File: config.mk
export PLATFORM = sky130hd
export DESIGN_NAME = phc_core
export DESIGN_NICKNAME = d
export VERILOG_FILES = /design/src/rtl/phc_pkg.sv /design/src/rtl/phc_rate_accum.sv /design/src/rtl/phc_regs.sv /design/src/rtl/phc_time_cnt.sv /design/src/rtl/phc_core.sv
export SDC_FILE = /design/constraint.sdc
export NUM_CORES = 1
export LEC_CHECK = 0
export BUFFER_PORTS_ARGS = -buffer_cell sky130_fd_sc_hd__buf_4
export CAP_MARGIN = 20
export CORE_MARGIN = 2
export CORE_UTILIZATION = 33
export DETAILED_ROUTE_END_ITERATION = 10
export PLACE_DENSITY_LB_ADDON = 0.3
export SYNTH_ARGS = -nofsm -noshare
export SYNTH_HDL_FRONTEND = slang
export SYNTH_SLANG_ARGS = --single-unit
File: constraint.sdc
create_clock -name clk_i -period 14.4 [get_ports clk_i]
set_clock_uncertainty 0.05 [all_clocks]
set_input_delay 1.44 -clock clk_i [delete_from_list [all_inputs] [get_ports clk_i]]
set_output_delay 1.44 -clock clk_i [all_outputs]
set_load 0.01 [all_outputs]
File: src/rtl/phc_pkg.sv
`timescale 1ns/1ps
package phc_pkg;
  localparam int BUS_W = 32;

  typedef enum logic [1:0] {
    REG_CMD    = 2'd0,
    REG_RATE   = 2'd1,
    REG_VAL_LO = 2'd2,
    REG_VAL_HI = 2'd3
  } reg_sel_e;

  localparam int CMD_VALID_BIT = 31;
  localparam int CMD_CLR_BIT   = 2;
  localparam int CMD_ADD_BIT   = 0;
endpackage

File: src/rtl/phc_rate_accum.sv
`timescale 1ns/1ps
module phc_rate_accum #(
  parameter int RATE_W = 32
) (
  input  logic              clk_i,
  input  logic              rst_ni,
  input  logic              clear_i,
  input  logic [RATE_W-1:0] rate_i,
  output logic [1:0]        ticks_o
);
  localparam int FRAC_W = RATE_W - 1;
  localparam logic [RATE_W-1:0] RATE_NOM = RATE_W'(1) << FRAC_W;

  logic [FRAC_W-1:0] frac_q;
  logic [RATE_W:0]   sum;

  // rate is Q1.FRAC_W; integer part of (frac + rate) is the advance
  assign sum     = {2'b00, frac_q} + {1'b0, rate_i};
  assign ticks_o = sum[RATE_W:FRAC_W];

  always_ff @(posedge clk_i or negedge rst_ni) begin
    if (!rst_ni)      frac_q <= '0;
    else if (clear_i) frac_q <= '0;
    else              frac_q <= sum[FRAC_W-1:0];
  end

  p_nominal_step_r2: assert property (@(posedge clk_i) disable iff (!rst_ni)
    (rate_i == RATE_NOM) |-> (ticks_o == 2'd1));
  p_step_bound_r3: assert property (@(posedge clk_i) disable iff (!rst_ni)
    ticks_o <= 2'd2);
  p_frac_cleared_r8: assert property (@(posedge clk_i) disable iff (!rst_ni)
    clear_i && (rate_i == RATE_NOM) |=> (ticks_o == 2'd1));
endmodule

File: src/rtl/phc_regs.sv
`timescale 1ns/1ps
module phc_regs
  import phc_pkg::*;
#(
  parameter int W = BUS_W
) (
  input  logic           clk_i,
  input  logic           rst_ni,
  input  logic [1:0]     addr_i,
  input  logic [W-1:0]   wdata_i,
  input  logic           we_i,
  input  logic [2*W-1:0] count_i,
  output logic [W-1:0]   rate_o,
  output logic           add_mode_o,
  output logic           clear_o,
  output logic           commit_o,
  output logic [2*W-1:0] value_o,
  output logic [W-1:0]   rdata_o
);
  localparam logic [W-1:0] RATE_NOM = W'(1) << (W - 1);

  logic         cmd_wr;
  logic         clr_pend_q;
  logic         mode_q;
  logic [W-1:0] rate_q;
  logic [W-1:0] lo_q;

  assign cmd_wr = we_i && (addr_i == REG_CMD) && wdata_i[CMD_VALID_BIT];

  always_ff @(posedge clk_i or negedge rst_ni) begin
    if (!rst_ni) begin
      clr_pend_q <= 1'b0;
      mode_q     <= 1'b0;
      rate_q     <= RATE_NOM;
      lo_q       <= '0;
    end else begin
      clr_pend_q <= cmd_wr && wdata_i[CMD_CLR_BIT];
      if (cmd_wr)                           mode_q <= wdata_i[CMD_ADD_BIT];
      if (we_i && addr_i == REG_RATE)       rate_q <= wdata_i;
      if (we_i && addr_i == REG_VAL_LO)     lo_q   <= wdata_i;
    end
  end

  assign rate_o     = rate_q;
  assign add_mode_o = mode_q;
  assign clear_o    = clr_pend_q;
  // clear takes priority over a commit in the same cycle
  assign commit_o   = we_i && (addr_i == REG_VAL_HI) && !clr_pend_q;
  assign value_o    = {wdata_i, lo_q};

  always_comb begin
    rdata_o = '0;
    unique case (addr_i)
      REG_CMD: begin
        rdata_o[CMD_ADD_BIT] = mode_q;
        rdata_o[CMD_CLR_BIT] = clr_pend_q;
      end
      REG_RATE:   rdata_o = rate_q;
      REG_VAL_LO: rdata_o = count_i[W-1:0];
      default:    rdata_o = count_i[2*W-1:W];
    endcase
  end

  p_mode_sticky_r5: assert property (@(posedge clk_i) disable iff (!rst_ni)
    !(we_i && addr_i == REG_CMD && wdata_i[CMD_VALID_BIT]) |=> $stable(add_mode_o));
  p_clear_one_cycle_r8: assert property (@(posedge clk_i) disable iff (!rst_ni)
    clear_o && !(we_i && addr_i == REG_CMD) |=> !clear_o);
  p_invalid_cmd_r4: assert property (@(posedge clk_i) disable iff (!rst_ni)
    we_i && addr_i == REG_CMD && !wdata_i[CMD_VALID_BIT] |=> !clear_o);
endmodule

File: src/rtl/phc_time_cnt.sv
`timescale 1ns/1ps
module phc_time_cnt #(
  parameter int CNT_W = 64
) (
  input  logic             clk_i,
  input  logic             rst_ni,
  input  logic             clear_i,
  input  logic             load_i,
  input  logic             add_i,
  input  logic [CNT_W-1:0] value_i,
  input  logic [1:0]       ticks_i,
  output logic [CNT_W-1:0] count_o
);
  logic [CNT_W-1:0] cnt_q;
  logic [CNT_W-1:0] step;

  assign step = CNT_W'(ticks_i);

  always_ff @(posedge clk_i or negedge rst_ni) begin
    if (!rst_ni)              cnt_q <= '0;
    else if (clear_i)         cnt_q <= '0;
    else if (load_i && !add_i) cnt_q <= value_i;
    else if (load_i)          cnt_q <= cnt_q + step + value_i;
    else                      cnt_q <= cnt_q + step;
  end

  assign count_o = cnt_q;

  p_clear_zero_r8: assert property (@(posedge clk_i) disable iff (!rst_ni)
    clear_i |=> (count_o == '0));
  p_load_exact_r6: assert property (@(posedge clk_i) disable iff (!rst_ni)
    load_i && !add_i && !clear_i |=> (count_o == $past(value_i)));
  p_free_run_r3: assert property (@(posedge clk_i) disable iff (!rst_ni)
    !load_i && !clear_i |=> (count_o - $past(count_o) == CNT_W'($past(ticks_i))));
endmodule

File: src/rtl/phc_core.sv
`timescale 1ns/1ps
module phc_core
  import phc_pkg::*;
#(
  parameter int W = BUS_W
) (
  input  logic           clk_i,
  input  logic           rst_ni,
  input  logic [1:0]     addr_i,
  input  logic [W-1:0]   wdata_i,
  input  logic           we_i,
  output logic [W-1:0]   rdata_o,
  output logic [2*W-1:0] count_o
);
  localparam int CNT_W = 2 * W;

  logic [W-1:0]     rate;
  logic             add_mode;
  logic             clear;
  logic             commit;
  logic [CNT_W-1:0] value;
  logic [1:0]       ticks;
  logic [CNT_W-1:0] count;

  phc_regs #(.W(W)) regs_i (
    .clk_i(clk_i), .rst_ni(rst_ni), .addr_i(addr_i), .wdata_i(wdata_i),
    .we_i(we_i), .count_i(count), .rate_o(rate), .add_mode_o(add_mode),
    .clear_o(clear), .commit_o(commit), .value_o(value), .rdata_o(rdata_o)
  );

  phc_rate_accum #(.RATE_W(W)) accum_i (
    .clk_i(clk_i), .rst_ni(rst_ni), .clear_i(clear), .rate_i(rate),
    .ticks_o(ticks)
  );

  phc_time_cnt #(.CNT_W(CNT_W)) cnt_i (
    .clk_i(clk_i), .rst_ni(rst_ni), .clear_i(clear), .load_i(commit),
    .add_i(add_mode), .value_i(value), .ticks_i(ticks), .count_o(count)
  );

  assign count_o = count;

  p_export_match_r9: assert property (@(posedge clk_i) disable iff (!rst_ni)
    (addr_i == REG_VAL_HI) |-> (rdata_o == count_o[CNT_W-1:W]));
endmodule

==> impl_results.md <==
* # DRC at 0
* Capture endpoint of the worst hold path: regs_i.lo_q[20]
* Flop2flop setup slack at approximately 5.5 ns
* Area leader, netlist: sky130_fd_sc_hd__dfrtp_1
* Final ANT Viol Nets at 0
* Count of mapped cells out of synthesis at 1518
* Worst path arrival time at 9.12 ns
* Instance count after placement with tap cells included at 2105
* Max cap viols at 0
* Most used standard cell by instance count after synthesis: sky130_fd_sc_hd__dfrtp_1
* Run status: completed
* Synthesized area divided by synthesized cell count at 8.86 um^2
* Slew at the pin closest to its max-slew limit at 0.958 ns
* PnR Total Power at 3.42 mW
* Power per unit of standard cell area at 220 mW/mm^2
* Finish-stage setup viols at 0
* Most frequent cells after synthesis: sky130_fd_sc_hd__dfrtp_1, sky130_fd_sc_hd__nor2_1, sky130_fd_sc_hd__nand2_1
* Class of the most critical hold timing path: reg2reg
* H-tree lvl count at 4
* Fraction of layout instances using a drive strength above 1 at 18.1%
* Post-synth cell types at 74
* DR vias/cell at 5.73
* Detailed Place HPWL at between 30000 and 40000 um
* Met3 usage in global routing at 2.73%
* Number of hold buffers added after cts at 0
* Worst supply voltage drop on vdd at 0.0000978 V
* Worst r2r dst: cnt_i.count_o[62]
* Final-layout fill cell count at 4117
* Sequential fraction of the synthesis area at approximately 30%
* Time the final worst path needs with I/O delays and setup at roughly 8.9 ns
* Worst-case hold slack at roughly 0.49 ns
* Startpoint of the worst hold path: regs_i.lo_q[20]
* Starting DRC count in detailed routing at 885
* Core footprint at 0.0400 mm^2
* Maximum net fanout on the critical path at 8
* Maximum number of pins on one net before global-route repair at 97
* Worst stage delay on the critical path at 0.85 ns
* First-pass detailed-route iteration total at 5
* Clock Root Buffer: sky130_fd_sc_hd__clkbuf_16
* CTS buffer count at 17
* Routed WL at 46200 um
* RSZ-0062 raised after global routing: false
* Weighted congestion reported at the end of routability-driven placement at around 0.97
* Total count of max-transition violations in the final report at 0
* Most Used Layer, Global Route: met2
* Routed wire length per instance at 21.6 um
* Count of cells along the worst hold path at 1
* Vias after detailed routing at 12.3k
* Area overhead of the layout relative to synthesis at 15.3%
* Buffering stage count on the worst path with inverters included at 1
* Final hold violations at 0
* Effective utilization at floorplan at between 30 and 40%
* Data required time at the worst endpoint at 14.67 ns
* Width of the die at 206 um
* Post-route non-filler standard cell count at roughly 2.1k
* Startpoint types: flop
* Met1 track demand over resource in global routing at between 20 and 30%
* Rows at 73
* Clock net sink count at 161
* Total setup buffers inserted after CTS at 0
* Top cell family by delay on the critical path: compound AO/OA/AOI/OAI gates
* Overall die height at 206 um
* Summed negative setup slack over all endpoints at 0 ns
* Post-synth EDFFs at 0
* R2R cell count at 33
* Critical Path Sink Type: flop
* Skew-Pair Late Insertion Delay at 0.46 ns
* Leading post-synthesis cells by cell area: sky130_fd_sc_hd__dfrtp_1, sky130_fd_sc_hd__ha_1, sky130_fd_sc_hd__mux2_2
* Global-route wire length before repair at 70100 um
* Leakage power of the design at just under 7 nW
* GR met2 Demand/Resource at a little over a third
* Final clock period utilization by the worst path at 61.5%
* Type of the worst setup path: reg2reg
* Source of the worst register-to-register timing path: regs_i.rate_o[0]
* Die Footprint at ~0.042 mm^2
* Overall routing resource usage at 21.9%
* Clock transition time at the flip-flop clock pins of the worst setup and hold paths at 0.07 ns
* Port-buffer cells at 132
* Async set-or-reset flop fraction in the synthesized netlist at 100%
* Via count of the first global-routing pass at 11.9k
* Total number of yosys warnings at 0
* Antenna violations before repair at 2
* TritonCTS clock tree: built
* Number of nets produced by synthesis at 1659
* Top achievable clock speed at 0.113 GHz
* Number of synthesized register bits at 161
* Grt ovf at 0
* Cell type of the slowest stage on the worst timing path: sky130_fd_sc_hd__or4_1
* Worst max-slew margin expressed relative to the limit at 36.1%
* Number of buffers on the longest clock path at 2
* Synth Flop Type: sky130_fd_sc_hd__dfrtp_1
* Resized Gates After CTS at 0
* I/O pin total at roughly 130
* Post-layout net count at between 1.5k and 2k
* Area fraction of the dominant cell type after synthesis at 29.8%
* Area of the mapped netlist at 0.0134 mm^2
-- placed cells by master, fill, tap and decap left out, types with 46 or more instances in the layout --
| cell type | netlist | routed |
|---|---|---|
| sky130_fd_sc_hd__a21oi_1 | 100 | 100 |
| sky130_fd_sc_hd__nor2_1 | 155 | 155 |
| sky130_fd_sc_hd__a21o_1 | 72 | 72 |
| sky130_fd_sc_hd__a211oi_1 | 46 | 46 |
| sky130_fd_sc_hd__nand2_1 | 102 | 102 |
| sky130_fd_sc_hd__buf_4 | 0 | 140 |
| sky130_fd_sc_hd__xor2_1 | 54 | 54 |
| sky130_fd_sc_hd__nand3_1 | 46 | 46 |
| sky130_fd_sc_hd__xnor2_1 | 88 | 88 |
| sky130_fd_sc_hd__mux2_2 | 96 | 96 |
| sky130_fd_sc_hd__ha_1 | 101 | 101 |
| sky130_fd_sc_hd__o21ai_0 | 63 | 63 |
| sky130_fd_sc_hd__dfrtp_1 | 160 | 158 |
-- power by group --
group | switching, mW | internal [mW] | total (mW) | leakage [nW]
sequential | 0.215 | 0.611 | 0.826 | 1.88
combinational | 1.15 | 0.945 | 2.10 | 4.67
clock | 0.214 | 0.280 | 0.495 | 0.298
total | 1.58 | 1.84 | 3.42 | 6.85
-- layout make-up --
class	count	area, um^2	share of cell area, %
Tap cell	525	657	4.24
Sequential cell	161	4040	26.0
Clock buffer	18	439	2.83
Timing Repair Buffer	141	1060	6.85
Multi-Input combinational cell	1252	9030	58.2
Inverter	26	97.6	0.629
Clock inverter	14	176	1.14
Antenna cell	2	5.00	0.0323
-- how the worst max path moves through the flow --
stage	start	endpoint	slack, ns	depth (start not counted)
floorplan	regs_i.rate_o[0]	cnt_i.count_o[62]	6.88	34
global placement	regs_i.rate_o[0]	cnt_i.count_o[62]	5.77	33
detailed placement	regs_i.rate_o[0]	cnt_i.count_o[62]	5.66	33
CTS	regs_i.rate_o[0]	cnt_i.count_o[62]	5.56	33
global route	regs_i.rate_o[1]	cnt_i.count_o[62]	4.89	32
finish	regs_i.rate_o[0]	cnt_i.count_o[62]	5.55	33
-- registers in the layout (all words and copies together), names as in the netlist --
name,flops
regs_i.add_mode_o,1
regs_i.lo_q,32
regs_i.clear_o,1
accum_i.frac_q,31
cnt_i.count_o,64
regs_i.rate_o,32
-- through the flow --
step           cell area [um^2]  setup WS [ns]  util [%]
3_3_place_gp              14900           5.77      37.2
5_1_grt                   15500           4.89      38.7
2_1_floorplan             13400           6.88         -
3_5_place_dp              14900           5.66      37.2
6_report                  15500           5.55      38.8
4_1_cts                   15500           5.56      38.7
-- cell families (layout without fill, tap and decap cells) --
kind of cell	after synthesis	after routing	synth area share [%]
simple gates	466	466	16.6
compound gates	416	416	21.1
flops	161	161	30.0
xor+xnor	142	142	9.25
mux	124	124	10.3
buf+inv	105	199	2.94
fa+ha+maj	104	104	9.84
other cells	0	2	0
-- per-layer routing --
layer	vias up	part of all wire (%)
met1	6117	44
li1	5726	-
met2	344	48
met3	79	5.3
met5	-	0
met4	0	3.1
(Power assumes the default switching activity.)
